$ cat config.mk
export PLATFORM = sky130hd
export DESIGN_NAME = fir_tap_slice
export DESIGN_NICKNAME = d
export VERILOG_FILES = /design/src/rtl/fir_tap_pkg.sv /design/src/rtl/fir_tap_sample_path.sv /design/src/rtl/fir_tap_coef_reg.sv /design/src/rtl/fir_tap_mac.sv /design/src/rtl/fir_tap_slice.sv
export SDC_FILE = /design/constraint.sdc
export NUM_CORES = 1
export LEC_CHECK = 0
export ABC_CLOCK_PERIOD_IN_PS = 11750
export BUFFER_PORTS_ARGS = -buffer_cell sky130_fd_sc_hd__buf_2
export CAP_MARGIN = 20
export CORE_MARGIN = 5
export CORE_UTILIZATION = 45
export CTS_CLUSTER_DIAMETER = 150
export CTS_CLUSTER_SIZE = 10
export DETAILED_ROUTE_END_ITERATION = 16
export PLACE_DENSITY = 0.71
export SYNTH_ARGS = -nofsm -noshare
export SYNTH_HDL_FRONTEND = slang
export SYNTH_HIERARCHICAL = 1
export SYNTH_SLANG_ARGS = --single-unit
$ cat constraint.sdc
create_clock -name clk -period 11.75 [get_ports clk]
set_clock_uncertainty 0.15 [all_clocks]
set_input_delay 1.7625 -clock clk [delete_from_list [all_inputs] [get_ports clk]]
set_output_delay 1.7625 -clock clk [all_outputs]
set_load 0.02 [all_outputs]
$ cat src/rtl/fir_tap_pkg.sv
package fir_tap_pkg;

  typedef enum logic [1:0] {
    TAP_IDLE    = 2'd0,
    TAP_ADVANCE = 2'd1,
    TAP_FLUSH   = 2'd2
  } tap_op_e;

  // Flush dominates advance; otherwise the pipeline holds.
  function automatic tap_op_e pick_op(input logic rst_i, input logic clr_i,
                                      input logic adv_i);
    if (rst_i || clr_i) return TAP_FLUSH;
    if (adv_i)          return TAP_ADVANCE;
    return TAP_IDLE;
  endfunction

endpackage

$ cat src/rtl/fir_tap_sample_path.sv
module fir_tap_sample_path
  import fir_tap_pkg::*;
#(
  parameter int SW   = 16,
  parameter int FOLD = 1
) (
  input  logic          clk,
  input  logic          rst,
  input  logic          clr,
  input  logic          adv,
  input  logic [SW-1:0] a_in,
  input  logic [SW-1:0] b_in,
  output logic [SW-1:0] a_stage,
  output logic [SW-1:0] b_stage,
  output logic [SW-1:0] fwd
);

  tap_op_e       op;
  logic [SW-1:0] a0_q;
  logic [SW-1:0] a1_q;

  assign op = pick_op(rst, clr, adv);

  always_ff @(posedge clk) begin
    case (op)
      TAP_FLUSH: begin
        a0_q <= '0;
        a1_q <= '0;
      end
      TAP_ADVANCE: begin
        a0_q <= a_in;
        a1_q <= a0_q;
      end
      default: begin
        a0_q <= a0_q;
        a1_q <= a1_q;
      end
    endcase
  end

  generate
    if (FOLD != 0) begin : g_fold
      logic [SW-1:0] b0_q;
      always_ff @(posedge clk) begin
        case (op)
          TAP_FLUSH:   b0_q <= '0;
          TAP_ADVANCE: b0_q <= b_in;
          default:     b0_q <= b0_q;
        endcase
      end
      assign b_stage = b0_q;
    end else begin : g_nofold
      logic unused_b;
      assign unused_b = ^b_in;
      assign b_stage  = '0;
    end
  endgenerate

  assign a_stage = a0_q;
  assign fwd     = a1_q;

  AST_FLUSH_FWD: assert property (@(posedge clk) disable iff (1'b0)
    (rst || clr) |=> (fwd == '0 && a_stage == '0));

  AST_FWD_HOLD: assert property (@(posedge clk) disable iff (rst || clr)
    !adv |=> $stable(fwd));

  AST_FWD_TWO_STAGE: assert property (@(posedge clk) disable iff (rst || clr)
    adv ##1 adv |=> fwd == $past(a_in, 2));

endmodule

$ cat src/rtl/fir_tap_coef_reg.sv
module fir_tap_coef_reg #(
  parameter int              CW         = 16,
  parameter logic [CW-1:0]   RESET_COEF = '0
) (
  input  logic          clk,
  input  logic          rst,
  input  logic          ld,
  input  logic [CW-1:0] cf_in,
  output logic [CW-1:0] coef
);

  logic [CW-1:0] coef_q;

  always_ff @(posedge clk) begin
    if (rst)     coef_q <= RESET_COEF;
    else if (ld) coef_q <= cf_in;
    else         coef_q <= coef_q;
  end

  assign coef = coef_q;

  AST_COEF_RESET: assert property (@(posedge clk) disable iff (1'b0)
    rst |=> coef == RESET_COEF);

  AST_COEF_TAKE: assert property (@(posedge clk) disable iff (rst)
    ld |=> coef == $past(cf_in));

  AST_COEF_KEEP: assert property (@(posedge clk) disable iff (rst)
    !ld |=> $stable(coef));

endmodule

$ cat src/rtl/fir_tap_mac.sv
module fir_tap_mac
  import fir_tap_pkg::*;
#(
  parameter int SW = 16,
  parameter int CW = 16,
  parameter int AW = 40
) (
  input  logic          clk,
  input  logic          rst,
  input  logic          clr,
  input  logic          adv,
  input  logic [SW-1:0] a_stage,
  input  logic [SW-1:0] b_stage,
  input  logic [CW-1:0] coef,
  input  logic [AW-1:0] psum_in,
  output logic [AW-1:0] psum_out
);

  localparam int PW = SW + 1;
  localparam int MW = PW + CW;

  // Pre-add with one guard bit: exact for any pair of samples.
  function automatic logic signed [PW-1:0] fold_add(input logic [SW-1:0] x,
                                                    input logic [SW-1:0] y);
    logic signed [PW-1:0] xe;
    logic signed [PW-1:0] ye;
    xe = {x[SW-1], x};
    ye = {y[SW-1], y};
    return xe + ye;
  endfunction

  // Full-precision signed product of pre-add sum and coefficient.
  function automatic logic signed [MW-1:0] tap_mul(input logic signed [PW-1:0] p,
                                                   input logic [CW-1:0] c);
    logic signed [MW-1:0] pe;
    logic signed [MW-1:0] ce;
    pe = {{CW{p[PW-1]}}, p};
    ce = {{PW{c[CW-1]}}, c};
    return pe * ce;
  endfunction

  // Sign-extend the product and add, wrapping modulo 2^AW.
  function automatic logic [AW-1:0] acc_step(input logic [AW-1:0] s,
                                             input logic signed [MW-1:0] m);
    logic [AW-1:0] me;
    me = AW'(m);
    return s + me;
  endfunction

  tap_op_e              op;
  logic signed [PW-1:0] pre_q;
  logic signed [MW-1:0] prod_q;
  logic [AW-1:0]        acc_q;

  assign op = pick_op(rst, clr, adv);

  always_ff @(posedge clk) begin
    case (op)
      TAP_FLUSH: begin
        pre_q  <= '0;
        prod_q <= '0;
        acc_q  <= '0;
      end
      TAP_ADVANCE: begin
        pre_q  <= fold_add(a_stage, b_stage);
        prod_q <= tap_mul(pre_q, coef);
        acc_q  <= acc_step(psum_in, prod_q);
      end
      default: begin
        pre_q  <= pre_q;
        prod_q <= prod_q;
        acc_q  <= acc_q;
      end
    endcase
  end

  assign psum_out = acc_q;

  AST_SUM_FLUSH: assert property (@(posedge clk) disable iff (1'b0)
    (rst || clr) |=> psum_out == '0);

  AST_SUM_HOLD: assert property (@(posedge clk) disable iff (rst || clr)
    !adv |=> $stable(psum_out));

  AST_PRE_NO_OVERFLOW: assert property (@(posedge clk) disable iff (rst || clr)
    adv |=> (pre_q[PW-1] == pre_q[PW-2]) || ($past(a_stage[SW-1]) == $past(b_stage[SW-1])));

endmodule

$ cat src/rtl/fir_tap_slice.sv
module fir_tap_slice
  import fir_tap_pkg::*;
#(
  parameter int            SW         = 16,
  parameter int            CW         = 16,
  parameter int            AW         = 40,
  parameter int            FOLD       = 1,
  parameter logic [CW-1:0] RESET_COEF = '0
) (
  input  logic          clk,
  input  logic          rst,
  input  logic          clr,
  input  logic          smp_stb,
  input  logic [SW-1:0] smp_a,
  input  logic [SW-1:0] smp_b,
  output logic [SW-1:0] smp_fwd,
  input  logic          cf_ld,
  input  logic [CW-1:0] cf_in,
  output logic [CW-1:0] cf_fwd,
  input  logic [AW-1:0] psum_in,
  output logic [AW-1:0] psum_out
);

  // Named events shared by the stages and their assertions.
  logic          adv_evt;
  logic          flush_evt;
  logic          load_evt;
  logic [SW-1:0] a_stage;
  logic [SW-1:0] b_stage;
  logic [CW-1:0] coef_now;

  assign adv_evt   = smp_stb;
  assign flush_evt = rst | clr;
  assign load_evt  = cf_ld;

  fir_tap_sample_path #(.SW(SW), .FOLD(FOLD)) u_path (
    .clk     (clk),
    .rst     (rst),
    .clr     (clr),
    .adv     (adv_evt),
    .a_in    (smp_a),
    .b_in    (smp_b),
    .a_stage (a_stage),
    .b_stage (b_stage),
    .fwd     (smp_fwd)
  );

  fir_tap_coef_reg #(.CW(CW), .RESET_COEF(RESET_COEF)) u_coef (
    .clk   (clk),
    .rst   (rst),
    .ld    (load_evt),
    .cf_in (cf_in),
    .coef  (coef_now)
  );

  fir_tap_mac #(.SW(SW), .CW(CW), .AW(AW)) u_mac (
    .clk      (clk),
    .rst      (rst),
    .clr      (clr),
    .adv      (adv_evt),
    .a_stage  (a_stage),
    .b_stage  (b_stage),
    .coef     (coef_now),
    .psum_in  (psum_in),
    .psum_out (psum_out)
  );

  assign cf_fwd = coef_now;

  AST_CLEAR_KEEPS_COEF: assert property (@(posedge clk) disable iff (rst)
    (clr && !load_evt) |=> $stable(cf_fwd));

  AST_FLUSH_OUTPUTS: assert property (@(posedge clk) disable iff (1'b0)
    flush_evt |=> (psum_out == '0 && smp_fwd == '0));

  AST_FIRST_SUM_PASS: assert property (@(posedge clk) disable iff (rst || clr)
    ($past(flush_evt) && adv_evt) |=> psum_out == $past(psum_in));

endmodule

==> out/metrics.cfg, run 1 <==
[power_and_ir_drop]
power_switching_share_pct=36.2
cellInternalPower_mw=1.16
power_frac_comb_pct=33.8
power.switching_mw=0.659
power_density_nw_per_um2=88.2
max_rail_drop_vdd_v=0.0000918
sequentialPowerShare_pct=37.5
static_leakage_nw=10.0
clkPwrFrac_pct=28.7

[clock_network]
post-cts-setup-buffers=0
tritoncts_buffers=17
tritoncts=built
cts-root-buf=clkbuf_16
clkSinkCount=154
clkTransAtPathRegs_ps=70
number_of_h_tree_levels=4
ctsHoldBuffers=0
largest_buffer_count_on_any_clock_path=2
post_cts_resize_count=0
worstSkewPairLatency_ps=450

[timing]
least_margin_pin_slew_ps=1030
period_minus_slack_ps=7260
final_hold_viol_count=0
final.hold.worst_slack_ps=509
timing.fmax_mhz=138
grt_setup_unrepaired=false
final_max_slew_viol_count=0
timing.max_slew.rel_slack_pct=31.3
setup_viol_count_final=0
fin_setup_tns_ps=0
share_of_the_clock_period_used_by_the_worst_path_pct=61.8

[detailed_routing]
first_pass_iters=5
via_count=13900
drt-wirelength-per-cell_um=17.1
drcViolationCount=0
routed_wl_mm=44.1
per_cell_via_count_in_the_routed_design=5.37
drt_iter0_drc=753
postRouteAntennaNets=0

[worst_setup_path]
critical_path.startpoint_type=flip-flop
crit_path_frequent_cell=fa_1
cpPeakStageDelay_ps=840
end_kind=flip-flop
cp_max_fo=19
cp.required_ps=11760
cpMaxStageDelayCell=fa_1
critical_path.n_buffers_inverters=5
crit_chain=nand2_1 > inv_1 > fa_1 > fa_1 > inv_1 > fa_1 > fa_1 > inv_1 > fa_1 > inv_1 > fa_1 > inv_1 > ha_1 > nand2_1 > nor2_1 > nand2_1 > a211oi_1 > o41ai_2 > o2111ai_1 > a21oi_1 > xor2_1 > nor2_1
critPathKind=flip-flop to flip-flop
largest_delay_share_family_worst_path=adder cells
worstPathArrival_ps=7270

[logic_synthesis]
post_synth.cell_area_avg_um2=9.91
synth.lib_cells_used.distinct=60
synth_warnings=6
synth_largest_type_area_fraction_pct=29.5
postSynthRegisterBits=154
syn_area_um2=18900
post_synth_main_area_contributors=fa_1 (29%), edfxtp_1 (22%), ha_1 (9.2%)
synthCells=1906
synthesis.nets=2416
synth_most_common_cell=inv_1
synth.largest_area_cell=fa_1
async_flop_share_pct=0
dominantRegCellSynth=edfxtp_1
synth_edf_count=138
synth.top_cells.by_count=inv_1 (352), fa_1 (278), nand2_1 (170), nor2_1 (146), ha_1 (139)
ys_seq_area_share_pct=23.6

[die]
vertical_die_dimension_um=215
initial_core_util_pct=45.2
rows=75
core_area_um2=41800
dieWidth_um=215
top_level_ports=165
design.die.area_um2=46200

[global_route]
grt_antenna_before_repair=1
globalRouteTotalUtil_pct=19.3
first_pass_grt_wire_length_mm=72.8
gr-total-overflow=0
number_of_global_route_vias_before_repair=14500
grt_start_max_net_pins=91

[cells_and_area]
layout-drive-gt1-share_pct=10.8
antennaDiodeCount=0
layout-area-overhead-vs-synth_pct=9.43
finalNetCount=2536
layout.filler_cells=3788

[run]
maxCapViolations=0

[status]
run_status=finished, final reports clean

[place]
place_congestion=0.902
detailedPlacementHpwl_mm=35.4
placement.io_buffers=164

[min_path]
hp-class=flip-flop to flip-flop

-- placed cells by master, fill, tap and decap left out, types with 5 or more instances in the layout --
cell type  Yosys  final
inv_1        352    352
fa_1         278    278
nand2_1      170    169
buf_2          9    164
nor2_1       146    146
ha_1         139    139
edfxtp_1     138    138
and2_1       132    132
a21oi_1       64     64
o21ai_0       41     41
xnor2_1       38     38
and4bb_1      36     36
a21o_1        27     27
nor3_1        27     27
xor2_1        27     27
mux2i_1       18     18
nand3_1       18     18
clkbuf_16      0     17
dfxtp_1       16     16
nand2b_1      16     16
a211oi_1      16     16
and3_1        14     14
o21a_1        13     13
nor2b_1       11     11
nand4_1       10     10
and4bb_2      10     10
o21bai_1       8      8
o211ai_1       7      7
buf_4          2      6
a31oi_1        6      6
a21boi_0       6      6
clkinv_4       0      5
nor3b_1        5      5
nor4_1         5      5
-- worst paths after layout --
check	depth (start not counted)	to	startpoint	slack, ps
max	22	u_mac/prod_q[31]	u_coef/coef[1]	4490
min	1	u_path/fwd[14]	u_path/a_stage[14]	510
max reg2reg	22	u_mac/prod_q[31]	u_coef/coef[1]	4490
min reg2reg	1	u_path/fwd[14]	u_path/a_stage[14]	510
-- metal layers --
metal / vias to the layer above / part of all wire (%) / track usage, %
met4: 0 / 3.5 / 7.24
met5: - / 0 / 0
met3: 101 / 4.9 / 2.74
met2: 447 / 50 / 33.2
met1: 6920 / 41 / 24.8
li1: 6383 / - / -
-- worst register-to-register path: stages (launching register included) --
cell and delay, ps:
dfxtp_1 770, nand2_1 220, inv_1 180, fa_1 540, fa_1 840, inv_1 150, fa_1 440, fa_1 540
inv_1 50, fa_1 520, inv_1 50, fa_1 470, inv_1 40, ha_1 340, nand2_1 110, nor2_1 220
nand2_1 90, a211oi_1 550, o41ai_2 210, o2111ai_1 210, a21oi_1 100, xor2_1 140, nor2_1 50
-- logic make-up (layout without fill, tap and decap cells) --
kind of cell    Yosys count  in the layout  share of synthesized area [%]
flops                   154            154                           23.6
mux                      18             18                          0.954
buf+inv                 422            555                           8.77
fa+ha+maj               417            417                           38.7
simple gates            617            617                           17.7
compound gates          213            213                           7.23
xor+xnor                 65             65                           3.01
-- layout make-up --
class	count	area (µm²)	area share, %
multi-input combinational	1330	12800	61.8
sequential	154	4460	21.6
inverter	352	1320	6.39
timing repair buffer	171	893	4.32
tap	539	674	3.26
clock buffer	17	425	2.06
clock inverter	15	115	0.557
-- sequential cells by signal, summed over array words and instances (netlist names) --
| signal | cells |
|---|---|
| u_mac/psum_out | 40 |
| u_mac/prod_q | 33 |
| u_mac/pre_q | 17 |
| u_coef/coef | 16 |
| u_path/a_stage | 16 |
| u_path/b_stage | 16 |
| u_path/fwd | 16 |
-- power by group through the flow --
| stage | clock network [mW] | registers, mW | logic, mW |
|---|---|---|---|
| global placement | 0 | 0.694 | 0.602 |
| finish | 0.522 | 0.684 | 0.616 |
| floorplan | 0 | 0.685 | 0.452 |
| CTS | 0.541 | 0.684 | 0.622 |
| detailed placement | 0 | 0.696 | 0.618 |
| global route | 0.563 | 0.689 | 0.694 |
-- metrics by stage --
step | cell area [µm²] | power, mW | util, % | cells | setup slack (ps)
floorplan | 18900 | 1.14 | - | 1906 | 5270
global placement | 20100 | 1.30 | 48.1 | 2545 | 4690
detailed placement | 20100 | 1.31 | 48.1 | 2545 | 4560
CTS | 20600 | 1.85 | 49.4 | 2577 | 4540
global route | 20700 | 1.95 | 49.5 | 2578 | 4080
finish | 20700 | 1.82 | 49.5 | 2578 | 4490
(Power assumes the default switching activity.)
==> run 2: changes to the inputs <==
- ABC_AREA: not set -> 1
- ABC_CLOCK_PERIOD_IN_PS: 11750 -> 6100
- PLACE_DENSITY: 0.71 -> 0.73
- clock period: 11.75 -> 6.1 ns (I/O delays scaled with it)
==> out/metrics.cfg, run 2 <==
[worst_setup_path]
cp_max_fo=8  ; -11
critical_path.endpoint=u_mac/prod_q[20]
cp-startpoint=u_coef/coef[3]
largest_delay_share_family_worst_path=adder cells
cpMaxStageDelayCell=fa_1
critPathKind=flip-flop to flip-flop
worst-r2r-cell-count=18  ; -18%
end_kind=flip-flop
worstPathArrival_ps=5970  ; -1300 ps
register_to_register_setup_slack_ps=200  ; -4290 ps
crit_chain=buf_4 > buf_4 > nand2_1 > fa_1 > fa_1 > fa_1 > fa_1 > inv_1 > fa_1 > fa_1 > ha_1 > a21oi_1 > nand2_1 > a21oi_2 > nand2_2 > a21oi_1 > and2_0 > nor2_1
critical_path.n_buffers_inverters=3  ; -2
cp.required_ps=6170  ; -5590 ps
crit-reg2reg-capture=u_mac/prod_q[20]
critical_path.startpoint_type=flip-flop
path_depth=18  ; -18%
critical_path.reg2reg.startpoint=u_coef/coef[3]
cpPeakStageDelay_ps=540  ; -300 ps
crit_path_frequent_cell=fa_1

[clock_network]
worstSkewPairLatency_ps=460  ; about the same
tritoncts=built
clkTransAtPathRegs_ps=70  ; about the same
clkSinkCount=154  ; unchanged
tritoncts_buffers=17  ; unchanged
number_of_h_tree_levels=4  ; unchanged
cts-root-buf=clkbuf_16
largest_buffer_count_on_any_clock_path=2  ; unchanged

[cells_and_area]
postLayoutCoreUtil_pct=50.8  ; +1.3 points
layout-drive-gt1-share_pct=11.4  ; +0.65 points
most-common-layout-cells=nand2_1 (774), inv_1 (761), fa_1 (275)
finalNetCount=3495  ; +38%
layout-area-overhead-vs-synth_pct=11.7
layout.cells.most_common=nand2_1
antennaDiodeCount=0  ; unchanged
number_of_flip_flops_under_the_largest_register_name=40  ; unchanged
layout.cells.non_filler=3605  ; +40%

[place]
place_congestion=0.981  ; +8.7%
placed_cells=3553  ; +40%
detailedPlacementHpwl_mm=43.9  ; +24%
placement.io_buffers=164  ; unchanged

[detailed_routing]
drt-wirelength-per-cell_um=14.5  ; -16%
via_count=17500  ; +26%
drt_iter0_drc=1189  ; +58%
first_pass_iters=6  ; +1
postRouteAntennaNets=0  ; unchanged
per_cell_via_count_in_the_routed_design=4.86  ; -9.6%
drcViolationCount=0  ; unchanged
routed_wl_mm=52.1  ; +18%

[logic_synthesis]
dominantRegCellSynth=edfxtp_1
synth_largest_type_area_fraction_pct=26.4  ; -3.1 points
syn_area_um2=21100  ; +12%
synth.lib_cells_used.distinct=43  ; -28%
synth.largest_area_cell=fa_1
synth.top_cells.by_count=nand2_1 (778), inv_1 (761), fa_1 (278), nor2_1 (257), ha_1 (139)
post_synth_main_area_contributors=fa_1 (26%), edfxtp_1 (20%), nand2_1 (14%)
ys_seq_area_share_pct=21.1  ; -2.5 points
synthesis.nets=3321  ; +37%
post_synth.cell_area_avg_um2=7.51  ; -24%
synthCells=2811  ; +47%
synth_warnings=6  ; unchanged
async_flop_share_pct=0  ; unchanged
postSynthRegisterBits=154  ; unchanged
synth_most_common_cell=nand2_1
synth_edf_count=138  ; unchanged

[die]
rows=79  ; +5.3%
top_level_ports=165  ; unchanged
vertical_die_dimension_um=227  ; +5.5%
core_area_um2=46500  ; +11%
design.die.area_um2=51400  ; +11%
initial_core_util_pct=45.5  ; +0.23 points
dieWidth_um=227  ; +5.5%

[status]
run_status=finished, final reports clean

[timing]
final.hold.worst_slack_ps=349  ; -159 ps
least_margin_pin_slew_ps=1080  ; +45.1 ps
period_minus_slack_ps=5900  ; -1360 ps
timing.fmax_mhz=169  ; +23%
share_of_the_clock_period_used_by_the_worst_path_pct=96.7  ; +35 points
final_max_slew_viol_count=0  ; unchanged
setup_viol_count_final=0  ; unchanged
timing.max_slew.rel_slack_pct=28.3  ; -3.1 points
final_hold_viol_count=0  ; unchanged

[power_and_ir_drop]
max_rail_drop_vdd_v=0.000179  ; +95%
power.switching_mw=1.78  ; +170%
cellInternalPower_mw=2.59  ; +120%
static_leakage_nw=13.5  ; +35%
sequentialPowerShare_pct=29.5  ; -8.0 points
clkPwrFrac_pct=25.4  ; -3.3 points
power_switching_share_pct=40.7  ; +4.6 points
power_density_nw_per_um2=186  ; +110%
power_frac_comb_pct=45.2  ; +11 points
power_mw=4.38  ; +140%

[global_route]
grt_start_max_net_pins=68  ; -25%
first_pass_grt_wire_length_mm=84.8  ; +16%
grt_antenna_before_repair=0  ; -1
gr-total-overflow=0  ; unchanged
globalRouteTotalUtil_pct=20.6  ; +1.4 points
number_of_global_route_vias_before_repair=17400  ; +20%

[run]
maxCapViolations=0  ; unchanged

[min_path]
hp-class=flip-flop to flip-flop

## run 2: changes by cell type in the layout (fill, tap and decap cells not counted), moves of 36 or more
cell	change
and2_1	-128
nor2_1	+108
buf_4	+58
inv_1	+409
nand2_1	+605
nand3_1	+39
and4bb_1	-36
a21oi_1	+45
## run 2: through the flow
stage,cell area (µm²),TNS [ps],setup slack [ps]
final,23600,0,199
after global placement,22800,0,118
after CTS,23400,0,39.4
after detailed placement,22800,0,60.7
after floorplan,21100,0,49.1
after global routing,23600,-10.1,-5.83
## run 2: worst min path at each step
stage,slack [ps],cells after the start,end,start
2_1_floorplan,400,2,u_path/fwd[15],u_path/a_stage[15]
3_3_place_gp,330,2,u_coef/coef[9],u_coef/coef[9]
3_5_place_dp,340,2,u_coef/coef[15],u_coef/coef[15]
4_1_cts,350,2,u_coef/coef[15],u_coef/coef[15]
5_1_grt,400,2,u_coef/coef[15],u_coef/coef[15]
6_report,350,2,u_coef/coef[15],u_coef/coef[15]
## run 2: power by group through the flow
| stage | logic (mW) | clock network [mW] | registers (mW) |
|---|---|---|---|
| global placement | 1.88 | 0 | 1.32 |
| floorplan | 1.38 | 0 | 1.33 |
| finish | 1.98 | 1.11 | 1.29 |
| CTS | 1.93 | 1.13 | 1.30 |
| detailed placement | 1.92 | 0 | 1.32 |
| global route | 2.25 | 1.18 | 1.30 |
## run 2: tightest hold or removal path, cell delays in order (launching register included)
cell     delay (ps)
dfxtp_1         320
nor2_1           90
nor2_1           50
## run 2: layer usage
metal | routed length (µm) | vias up | part of all wire (%) | track usage, %
li1 | - | 8617 | - | -
met1 | 22100 | 8195 | 42 | 26.5
met2 | 25000 | 608 | 48 | 36.0
met3 | 3400 | 99 | 6.5 | 3.21
met4 | 1610 | 0 | 3.1 | 6.52
met5 | 0 | - | 0 | 0
## run 2: cell type report
class	instances	area (µm²)
clock buffers	17	425
repair buffers	233	1390
multi-input cells	1817	13500
clock inverters	15	189
fillers	4522	22900
well taps	607	759
flip-flops and latches	154	4470
inverters	762	2860
## run 2: cell families (layout without fill, tap and decap cells)
group / Yosys count / after routing / synth area share [%]
buffers and inverters: 840 / 1027 / 15.3
AOI/OAI and AO/OA: 196 / 196 / 5.10
and+or+nand+nor: 1191 / 1191 / 23.3
adders and majority gates: 417 / 417 / 34.6
xor gates and xnor gates: 13 / 13 / 0.539
DFF: 154 / 154 / 21.1
## run 2: repair_timing
| action | 4_1_cts | 5_1_grt |
|---|---|---|
| setup endpoints to repair | 0 | 13 |
| resized for setup | 0 | 15 |
| hold buffers | 0 | 0 |
| setup buffers | 0 | 19 |
| endpoints found under the hold margin | 0 | 0 |
==> run 3: changes to the inputs <==
- ABC_AREA: 1 -> not set
==> out/metrics.cfg, run 3 (synthesis gave the netlist of run 1 again) <==
[cells_and_area]
layout.cells.most_common=inv_1
postLayoutCoreUtil_pct=54.5  ; +3.7 points
layout.cells.non_filler=2758  ; -23%
sequential_cell_area_um2=4490  ; +0.50%
layout.filler_cells=3595  ; -20%
number_of_flip_flops_under_the_largest_register_name=40  ; unchanged
most-common-layout-cells=inv_1 (335), fa_1 (256), buf_2 (166)
layout-drive-gt1-share_pct=23.8  ; +12 points
finalNetCount=2717  ; -22%
antennaDiodeCount=0  ; unchanged
layout-area-overhead-vs-synth_pct=20.5
multi_input_comb_area_um2=13300  ; -1.2%

[min_path]
hp-class=flip-flop to flip-flop
hold_depth=2  ; unchanged

[detailed_routing]
drt_iter0_drc=704  ; -41%
routed_wl_mm=47.8  ; -8.3%
first_pass_iters=5  ; -1
per_cell_via_count_in_the_routed_design=5.28  ; +8.7%
postRouteAntennaNets=0  ; unchanged
drt-wirelength-per-cell_um=17.3  ; +20%
via_count=14600  ; -17%
drcViolationCount=0  ; unchanged

[timing]
setup_viol_count_final=4  ; +4
least_margin_pin_slew_ps=1110  ; +30.0 ps
postLayoutSetupSlackWorst_ps=-119  ; -318 ps
period_minus_slack_ps=6220  ; +318 ps
final_max_slew_viol_count=0  ; unchanged
grt_setup_unrepaired=true
share_of_the_clock_period_used_by_the_worst_path_pct=102  ; +5.2 points
timing.max_slew.rel_slack_pct=25.8  ; -2.5 points
final_hold_viol_count=0  ; unchanged
timing.fmax_mhz=161  ; -5.1%
fin_setup_tns_ps=-354  ; -354 ps

[global_route]
globalRouteTotalUtil_pct=20.7  ; +0.042 points
grt_antenna_before_repair=1  ; +1
gr-total-overflow=0  ; unchanged
number_of_global_route_vias_before_repair=15400  ; -11%
grt_start_max_net_pins=67  ; -1.5%
first_pass_grt_wire_length_mm=78.1  ; -7.8%

[die]
initial_core_util_pct=45.2  ; -0.23 points
rows=75  ; -5.1%
vertical_die_dimension_um=215  ; -5.2%
core_area_um2=41800  ; -10%
design.die.area_um2=46200  ; -10%
top_level_ports=165  ; unchanged
dieWidth_um=215  ; -5.2%

[power_and_ir_drop]
power_density_nw_per_um2=172  ; -7.3%
static_leakage_nw=11.0  ; -18%
sequentialPowerShare_pct=32.6  ; +3.1 points
max_rail_drop_vdd_v=0.000179  ; about the same
clkPwrFrac_pct=28.2  ; +2.8 points
cellInternalPower_mw=2.52  ; -2.8%
power_mw=3.92  ; -11%
power_frac_comb_pct=39.2  ; -6.0 points
power.switching_mw=1.39  ; -22%
power_switching_share_pct=35.6  ; -5.1 points

[worst_setup_path]
cpPeakStageDelay_ps=580  ; +40 ps
cp_max_fo=6  ; -2
critical_path.startpoint_type=flip-flop
cpMaxStageDelayCell=fa_2
end_kind=flip-flop
crit_chain=nand2_2 > inv_2 > fa_2 > fa_1 > inv_1 > fa_1 > inv_2 > fa_1 > fa_1 > inv_2 > fa_1 > inv_2 > ha_4 > nand4_1 > nor2_4 > nand2_2 > a211oi_2 > buf_4 > o41ai_4 > o2111ai_1 > a21oi_1 > xor2_1 > nor2_1
crit_path_frequent_cell=fa_1
worst-r2r-cell-count=23  ; +5
cp.required_ps=6120  ; -50 ps
register_to_register_setup_slack_ps=-120  ; -320 ps
worstPathArrival_ps=6240  ; +270 ps
critPathKind=flip-flop to flip-flop

[clock_network]
tritoncts=built
clkSinkCount=154  ; unchanged
clkTransAtPathRegs_ps=70  ; about the same
largest_buffer_count_on_any_clock_path=2  ; unchanged
tritoncts_buffers=17  ; unchanged
cts-root-buf=clkbuf_16
number_of_h_tree_levels=4  ; unchanged
worstSkewPairLatency_ps=450  ; about the same

[place]
placement.io_buffers=164  ; unchanged
place_congestion=0.908  ; -7.4%
placed_cells=2687  ; -24%
place_ws_ps=-355  ; -416 ps
detailedPlacementHpwl_mm=38.1  ; -13%

[run]
maxCapViolations=0  ; unchanged

[status]
violations_in_the_final_reports=negative setup slack
run_status=finished, violations left

==> run 3: cell types whose count changed in the layout (fill, tap and decap cells not counted), sizes merged, moves of 18 or more <==
cell,previous run,this run
buf,233,352
xnor2,7,38
nor2,285,146
nand2,792,170
xor2,6,27
mux2i,0,18
and2,5,132
inv,768,358
a21oi,115,65
a21o,3,27
nand3,64,18
and4bb,0,46
==> run 3: path summary, 6_finish.rpt <==
path,from,end
worst max-delay path,u_mac/pre_q[16],u_mac/prod_q[31]
worst min register to register,u_coef/coef[14],u_coef/coef[14]
worst max register to register,u_mac/pre_q[16],u_mac/prod_q[31]
worst min-delay path,u_coef/coef[14],u_coef/coef[14]
==> run 3: per-layer routing <==
layer / vias up / part of all wire [%] / GRT usage, %
li1: 6731 / - / -
met1: 7316 / 42 / 27.5
met2: 412 / 51 / 35.4
met3: 106 / 4.1 / 3.18
met4: 2 / 2.9 / 5.95
met5: - / 0.025 / 0
==> run 3: repair_timing <==
item,in CTS,in global routing
pin swaps,60,71
setup buffers,27,14
gates resized for setup,80,94
hold buffers,0,0
gates cloned,1,1
endpoints found under the setup margin,10,16
==> run 3: critical path: cells and delay by family, from the launching register on <==
kind	cells	cell delay [ps]
buf+inv	6	440
fa+ha+maj	7	3490
compound gates	4	630
xor+xnor	1	140
flops	1	520
simple gates	5	560
==> run 3: final cells by class <==
type / count / area share, %
timing repair buffer: 352 / 10.4
sequential: 154 / 19.7
multi-input combinational: 1330 / 58.5
clock inverter: 14 / 0.704
clock buffer: 17 / 1.87
tap: 539 / 2.96
inverter: 352 / 5.82
==> run 3: power by group through the flow <==
stage | sequential, mW | combinational, mW | clock, mW
global placement | 1.30 | 1.35 | 0
detailed placement | 1.30 | 1.38 | 0
CTS | 1.28 | 1.47 | 1.13
floorplan | 1.32 | 0.873 | 0
global route | 1.28 | 1.70 | 1.17
finish | 1.28 | 1.54 | 1.10
==> run 3: through the flow <==
stage / hold slack, ps / instance area (µm²)
after floorplan: 398 / 18900
after global placement: 443 / 21200
after detailed placement: 424 / 21200
after CTS: 437 / 22400
after global routing: 474 / 22800
final: 438 / 22800
